## config.mk

```make
export PLATFORM = sky130hd
export DESIGN_NAME = net_strength_resolver
export DESIGN_NICKNAME = d
export VERILOG_FILES = /design/src/rtl/strres_pkg.sv /design/src/rtl/drv_stage.sv /design/src/rtl/strength_resolver.sv /design/src/rtl/net_strength_resolver.sv
export SDC_FILE = /design/constraint.sdc
export NUM_CORES = 1
export LEC_CHECK = 0
export ABC_AREA = 1
export BUFFER_PORTS_ARGS = -buffer_cell sky130_fd_sc_hd__buf_4
export CELL_PAD_IN_SITES_DETAIL_PLACEMENT = 0
export CELL_PAD_IN_SITES_GLOBAL_PLACEMENT = 2
export CORE_MARGIN = 3
export CORE_UTILIZATION = 28
export CTS_BUF_LIST = sky130_fd_sc_hd__clkbuf_16
export CTS_CLUSTER_SIZE = 24
export DETAILED_ROUTE_END_ITERATION = 10
export PLACE_DENSITY = 0.94
export SKIP_LAST_GASP = 1
export SYNTH_ARGS = -nofsm -noshare
export SYNTH_HDL_FRONTEND = slang
export SYNTH_HIERARCHICAL = 1
export SYNTH_SLANG_ARGS = --single-unit
```

## constraint.sdc

```tcl
create_clock -name clk -period 8.47 [get_ports clk]
set_clock_uncertainty 0.1 [all_clocks]
set_input_delay 0.4235 -clock clk [delete_from_list [all_inputs] [get_ports clk]]
set_output_delay 0.4235 -clock clk [all_outputs]
set_load 0.02 [all_outputs]
```

## src/rtl/strres_pkg.sv

```systemverilog
package strres_pkg;

  typedef enum logic [1:0] {
    V_ZERO = 2'b00,
    V_ONE  = 2'b01,
    V_Z    = 2'b10,
    V_X    = 2'b11
  } val_t;

  localparam int STRW = 3;

  localparam logic [STRW-1:0] S_HIGHZ  = 3'd0;
  localparam logic [STRW-1:0] S_WEAK   = 3'd3;
  localparam logic [STRW-1:0] S_PULL   = 3'd5;
  localparam logic [STRW-1:0] S_STRONG = 3'd6;
  localparam logic [STRW-1:0] S_SUPPLY = 3'd7;

  // Reserved charge codes collapse to highz; only driving ranks pass.
  function automatic logic [STRW-1:0] decode_strength(input logic [STRW-1:0] code);
    logic [STRW-1:0] r;
    unique case (code)
      S_WEAK, S_PULL, S_STRONG, S_SUPPLY: r = code;
      default:                            r = S_HIGHZ;
    endcase
    return r;
  endfunction

endpackage

```

## src/rtl/drv_stage.sv

```systemverilog
module drv_stage
  import strres_pkg::*;
(
  input  logic            en,
  input  logic [1:0]      din,
  input  logic [STRW-1:0] s_lo,
  input  logic [STRW-1:0] s_hi,
  output logic            act,
  output logic            bitv,
  output logic            part,
  output logic [STRW-1:0] str,
  output logic            ill
);

  logic [STRW-1:0] d_lo, d_hi;

  always_comb begin
    d_lo = decode_strength(s_lo);
    d_hi = decode_strength(s_hi);
    ill  = (d_lo == S_HIGHZ) && (d_hi == S_HIGHZ);
    part = 1'b0;
    bitv = 1'b0;
    unique case (din)
      2'b00: str = d_lo;
      2'b01: begin
        str  = d_hi;
        bitv = 1'b1;
      end
      default: begin
        part = 1'b1;
        str  = (d_lo > d_hi) ? d_lo : d_hi;
      end
    endcase
    act = en && (str != S_HIGHZ);
  end

endmodule

```

## src/rtl/strength_resolver.sv

```systemverilog
module strength_resolver
  import strres_pkg::*;
#(
  parameter int NDRV = 4
) (
  input  logic [NDRV-1:0]      act,
  input  logic [NDRV-1:0]      bitv,
  input  logic [NDRV-1:0]      part,
  input  logic [NDRV*STRW-1:0] str,
  output logic [1:0]           res_val,
  output logic [STRW-1:0]      res_str
);

  logic [STRW-1:0] top;
  logic            any_act, any_part, top0, top1;

  // First pass: highest participating rank.
  always_comb begin
    top      = S_HIGHZ;
    any_act  = 1'b0;
    any_part = 1'b0;
    for (int i = 0; i < NDRV; i++) begin
      if (act[i]) begin
        any_act = 1'b1;
        if (part[i]) any_part = 1'b1;
        if (str[i*STRW +: STRW] > top) top = str[i*STRW +: STRW];
      end
    end
  end

  // Second pass: which values appear at that rank.
  always_comb begin
    top0 = 1'b0;
    top1 = 1'b0;
    for (int i = 0; i < NDRV; i++) begin
      if (act[i] && !part[i] && str[i*STRW +: STRW] == top) begin
        if (bitv[i]) top1 = 1'b1;
        else         top0 = 1'b1;
      end
    end
  end

  always_comb begin
    res_str = top;
    if (!any_act)                res_val = V_Z;
    else if (any_part)           res_val = V_X;
    else if (top0 && top1)       res_val = V_X;
    else if (top1)               res_val = V_ONE;
    else                         res_val = V_ZERO;
  end

endmodule

```

## src/rtl/net_strength_resolver.sv

```systemverilog
module net_strength_resolver
  import strres_pkg::*;
#(
  parameter int NDRV = 4
) (
  input  logic                 clk,
  input  logic                 rst,
  input  logic [2*NDRV-1:0]    drv_in,
  input  logic [NDRV-1:0]      drv_en,
  input  logic [STRW*NDRV-1:0] str_lo,
  input  logic [STRW*NDRV-1:0] str_hi,
  output logic [1:0]           net_val,
  output logic [STRW-1:0]      net_str,
  output logic                 cfg_err
);

  logic [NDRV-1:0]      st_act, st_bit, st_part, st_ill;
  logic [STRW*NDRV-1:0] st_str;
  logic [1:0]           res_val;
  logic [STRW-1:0]      res_str;

  for (genvar g = 0; g < NDRV; g++) begin : g_stage
    drv_stage u_stage (
      .en   (drv_en[g]),
      .din  (drv_in[2*g +: 2]),
      .s_lo (str_lo[STRW*g +: STRW]),
      .s_hi (str_hi[STRW*g +: STRW]),
      .act  (st_act[g]),
      .bitv (st_bit[g]),
      .part (st_part[g]),
      .str  (st_str[STRW*g +: STRW]),
      .ill  (st_ill[g])
    );

    // no participant outranks the resolved strength
    assert_winner_rank_R5: assert property (@(posedge clk) disable iff (rst)
      st_act[g] |-> (res_str >= st_str[STRW*g +: STRW]));
  end

  strength_resolver #(.NDRV(NDRV)) u_res (
    .act     (st_act),
    .bitv    (st_bit),
    .part    (st_part),
    .str     (st_str),
    .res_val (res_val),
    .res_str (res_str)
  );

  always_ff @(posedge clk) begin
    if (rst) begin
      net_val <= V_Z;
      net_str <= S_HIGHZ;
      cfg_err <= 1'b0;
    end else begin
      net_val <= res_val;
      net_str <= res_str;
      cfg_err <= |st_ill;
    end
  end

  assert_one_cycle_R1: assert property (@(posedge clk) disable iff (rst)
    !rst |=> (net_val == $past(res_val) && net_str == $past(res_str)));

  assert_cfg_flag_R3: assert property (@(posedge clk) disable iff (rst)
    (|st_ill) |=> cfg_err);

  assert_no_charge_code_R10: assert property (@(posedge clk) disable iff (rst)
    !(net_str inside {3'd1, 3'd2, 3'd4}));

  assert_z_iff_zero_R10: assert property (@(posedge clk) disable iff (rst)
    (net_val == V_Z) == (net_str == S_HIGHZ));

  assert_partial_x_R8: assert property (@(posedge clk) disable iff (rst)
    (|(st_act & st_part)) |=> (net_val == V_X));

endmodule

```

; ---- After elaboration in Yosys (flattened, before gate mapping)
; Cells that the tools add are included.
[word_totals]
register_bits = 6
word_cells = 160
output_inout_bits = 6
inputBits = 38
[op_classes]
muxes = 59
eq_ne = 40
order_cmp = 8
bitwise_logic = 1
n_reduce_logical = 48
[ops]
columns = op, count
row1 = $eq 3x3->1 const B, 24
row2 = $mux 3, 20
row3 = $reduce_or 4->1, 10
row4 = $mux 1, 35
row5 = $eq 3x2->1 const B, 8
row6 = $logic_not 3->1, 8
row7 = $pmux 3 s2, 4
row8 = $gt 3x3->1, 7
row9 = $logic_and 1x1->1, 17
row10 = $eq 3x3->1, 4
row11 = $reduce_bool 3->1, 4
row12 = $reduce_or 2->1, 5
row13 = $eq 2x1->1 const B, 4
row14 = $logic_not 2->1, 4
row15 = $gt 3x1->1 const B, 1
row16 = $not 1->1, 1

; ---- Longest topological paths before layout
[depth]
depth_word = 30
depth_mapped = 50
mapped_depth_nobuf = 50

; ---- Hierarchy
; The synthesis kept the hierarchy.
[modules_own_cells]
columns = mod, area_each_um2, seq_area_each_um2, n_inst, cells_each
row1 = drv_stage, 214.0, 0.0, 4, 48
row2 = strength_resolver, 834.6, 0.0, 1, 154
row3 = net_strength_resolver, 168.9, 120.1, 1, 18

; ---- Worst setup path after synthesis
; No wires, ideal clock.
[synth_path]
kind = input port to flip-flop
startpoint = input port str_hi[1]
endpoint = register net_val[1]
n_path_buf = 0
t_arrival_ns = 4.977
stages = 47
setup_time_ns = 0.120
required_time_ns = 8.250
slack_ns = 3.272
cell_sequence = inv_1 -> nand2_1 -> o21ai_0 -> nor2_1 -> inv_1 -> ha_1 -> nand2_1 -> nand2_1 -> nand2_1 -> nor2_1 -> nor2_1 -> nand2_1 -> nand2_1 -> nand2_1 -> nand3_1 -> nand2_1 -> inv_1 -> nand2_1 -> [... 11 more ...] -> and2_2 -> ha_1 -> nand2_1 -> o21ai_2 -> nand3_2 -> clkinv_1 -> nand2_1 -> nand2_2 -> nand2_1 -> nand2_1 -> nor2_2 -> nand3_1 -> nand2_1 -> inv_1 -> nand2_1 -> nand2_1 -> nand2_1 -> or2_1
[synth_between]
elab_chain_cells = 29
word_cells_on_any_way = 60
cone_classes = order compare (5) / eq/ne (8) / mux (36) / bitwise (1) / reduce/logical (10)
[synth_lines]
columns = item, line
row1 = start: declaration, net_strength_resolver.sv:11  ; input logic [STRW*NDRV-1:0] str_hi,
row2 = $eq 3x2->1 or $eq 3x3->1 (tied branches), strres_pkg.sv:21  ; unique case (code)
row3 = $reduce_or 4->1, strres_pkg.sv:21
row4 = $mux 3 *, strres_pkg.sv:21
row5 = $gt 3x3->1, drv_stage.sv:31  ; str = (d_lo > d_hi) ? d_lo : d_hi;
row6 = $mux 3, drv_stage.sv:31
row7 = $pmux 3 s2 *, drv_stage.sv:23  ; unique case (din)
row8 = $reduce_bool 3->1 *, drv_stage.sv:34  ; act = en && (str != S_HIGHZ);
row9 = $logic_and 1x1->1 *, drv_stage.sv:34
row10 = via st_act[0], net_strength_resolver.sv:17  ; logic [NDRV-1:0] st_act, st_bit, st_part, st_ill;
row11 = [... 13 more ...], n/a
row12 = $mux 1, strength_resolver.sv:37  ; if (bitv[i]) top1 = 1'b1;
row13 = $mux 1, strength_resolver.sv:36  ; if (act[i] && !part[i] && str[i*STRW +: STRW] == top) begin
row14 = $mux 1, strength_resolver.sv:37
row15 = $mux 1, strength_resolver.sv:36
row16 = $mux 1, strength_resolver.sv:37
row17 = $mux 1, strength_resolver.sv:36
row18 = $logic_and 1x1->1, strength_resolver.sv:47  ; else if (top0 && top1) res_val = V_X;
row19 = $reduce_or 4->1 (no source line) *, n/a
row20 = end signal: assignment, net_strength_resolver.sv:55  ; net_val <= res_val;
row21 = end: declaration, net_strength_resolver.sv:12  ; output logic [1:0] net_val,
; Mark *: on every way through the listed nets, which the timed path passes. The rest lies on a longest branch.
; A chain may end at the register's enable or synchronous reset.

; ---- Worst setup path in the final report
[layout_path]
startpoint = input port str_hi[0]
endpoint = register net_val[1]
; Same word-level chain as after synthesis.

==> metrics.yaml <==
die:
  rows: 29
  ios: 44
  core_region_area_sq_um: 6390
  fp.dieH_um: 87.5
  start_util_pct: 29.1
  dieArea_sq_um: 7650
  die_x_um: 87.5
synthesis:
  yosysTopAreaCell: "nand2_1"
  syn-num-nets: 419
  synth_warnings: 6
  synth_edf_count: 0
  ys_seq_elements: 6
  async_flop_share_pct: 0
  syn_inst: 364
  ys_seq_area_share_pct: 6.46
  synth_common_cells: "nand2_1 (113), inv_1 (81), nor2_1 (39)"
  synth.area.top_cells: "nand2_1 (23%), inv_1 (16%), ha_1 (11%), nand3_1 (9.7%), nor2_1 (7.9%)"
  ys.flop_type: "dfxtp_1"
  synth_top_area_share_pct: 22.8
  ys_types: 27
  synthesis.area_sq_um: 1860
  synth_most_common_cell: "nand2_1"
  syn_area_per_cell_sq_um: 5.11
timing:
  fin_crit_sh_pct: 67.2
  rsz0062_at_grt: "false"
  whs_ns: 0.297
  slew_headroom_pct: 65.6
  worst_slew_pin_slew_ns: 0.516
  fmax_mhz: 176
  layout_min_cycle_time_ns: 5.69
  fin_setup_tns_ns: 0
  slew_viol_final: 0
  setup_viol: 0
  finalHoldViolCount: 0
layout:
  drive_above_1_share_pct: 18.0
  nets: 463
  antenna_cells: 0
  syn2layout_area_growth_pct: 25.8
  fillers: 721
cts:
  ctsHoldBuffers: 0
  cts_buffers: 3
  h-tree-depth: 1
  clk_path_buf_depth: 2
  cts-resized-gates: 0
  root_buffer: "clkbuf_16"
  clock-sinks: 6
  cts_tree: "built"
  cts_setup_buffers: 0
  clk_pin_slew_ns: 0.03
critical_path:
  start_kind: "input pin"
  critPathTopFamily: "simple AND/OR/NAND/NOR gates"
  criticalPathCategory: "in2reg"
  cp_slowest_cell: "ha_1"
  worst_ep_required_time_ns: 8.48
  cp.buffers_inverters: 6
  worstSetupEndpointType: "flop"
  crit_fanout: 5
  slowest_delay_ns: 0.36
  cp.arrival_ns: 5.71
  cpMostUsedCell: "nand2_1"
detailed_routing:
  wirelength_um: 4990
  via_count: 2173
  drc: 0
  antenna_left: 0
  drt-initial-drc-count: 79
  viasPerCell: 4.50
  wl_per_cell_um: 10.3
  firstDrtPassIters: 5
placement:
  gp_congestion: 0.901
  dpl.hpwl_um: 4430
  io_buffers: 43
grt:
  grt_start_max_net_pins: 8
  grt_antenna_before_repair: 0
  gr-total-overflow: 0
  grt_usage_pct: 13.7
  grt_pass1_vias: 2028
  grt_pass1_wl_um: 8510
flow_run:
  drv_cap: 0
power_and_ir_drop:
  p_leak_nw: 1.40
  vdd_drop_max_v: 0.000134
  p_per_area_nw_per_um2: 139
outcome:
  status: "completed"
min_path:
  min_path_type: "in2reg"
[sequential cells by signal, indices dropped and copies added (netlist names)]
signal,cells
cfg_err,1
net_str,3
net_val,2
[per-layer routing]
metal	share of wire [%]	wire length [um]	vias to the layer above	GRT usage (%)
met1	49	2430	918	17.5
li1	-	-	1211	-
met2	46	2290	39	24.7
met4	0.80	40	0	3.77
met5	0	0	-	0
met3	4.4	219	5	0.757
[logic make-up after synthesis]
kind of cell	Yosys count	share of synthesized area (%)
buf+inv	87	17.6
fa+ha+maj	17	11.4
compound gates	39	12.5
simple gates	215	52.0
flops	6	6.46
[where the power goes]
group / total (mW) / leakage [nW] / switching [mW] / internal [mW]
registers: 0.0344 / 0.0498 / 0.00116 / 0.0332
logic: 0.213 / 1.32 / 0.134 / 0.0798
clock network: 0.0764 / 0.0370 / 0.0158 / 0.0606
[cell usage in the layout (no fill, tap or decap), drive strengths merged, types with 4 or more instances in the layout]
cell type / count
buf: 43
dfxtp: 6
a21oi: 5
nand2: 119
o21ai: 28
ha: 17
o22ai: 4
inv: 82
nand3: 44
nor2: 43
[final timing paths]
check	from	to	slack [ns]	depth (start not counted)
min	rst	cfg_err	0.30	2
max	str_hi[0]	net_val[1]	2.78	49
[stage by stage]
stage | power (mW) | area (sq um) | cells | worst slack [ns] | util, %
4_1_cts | 0.328 | 2340 | 483 | 2.76 | 36.6
6_report | 0.324 | 2340 | 483 | 2.78 | 36.6
2_1_floorplan | 0.191 | 1860 | 364 | 3.27 | -
5_1_grt | 0.364 | 2340 | 483 | 2.07 | 36.6
3_3_place_gp | 0.248 | 2260 | 480 | 2.62 | 35.4
3_5_place_dp | 0.250 | 2260 | 480 | 2.54 | 35.4
[area by class of cell]
| class | instances | area (sq um) | share of cell area, % |
|---|---|---|---|
| inverters | 83 | 312 | 13.3 |
| clock buffers | 3 | 75.1 | 3.21 |
| well taps | 77 | 96.3 | 4.12 |
| flip-flops and latches | 6 | 120 | 5.14 |
| multi-input cells | 271 | 1410 | 60.4 |
| repair buffers | 43 | 323 | 13.8 |
(Power assumes the default switching activity.)
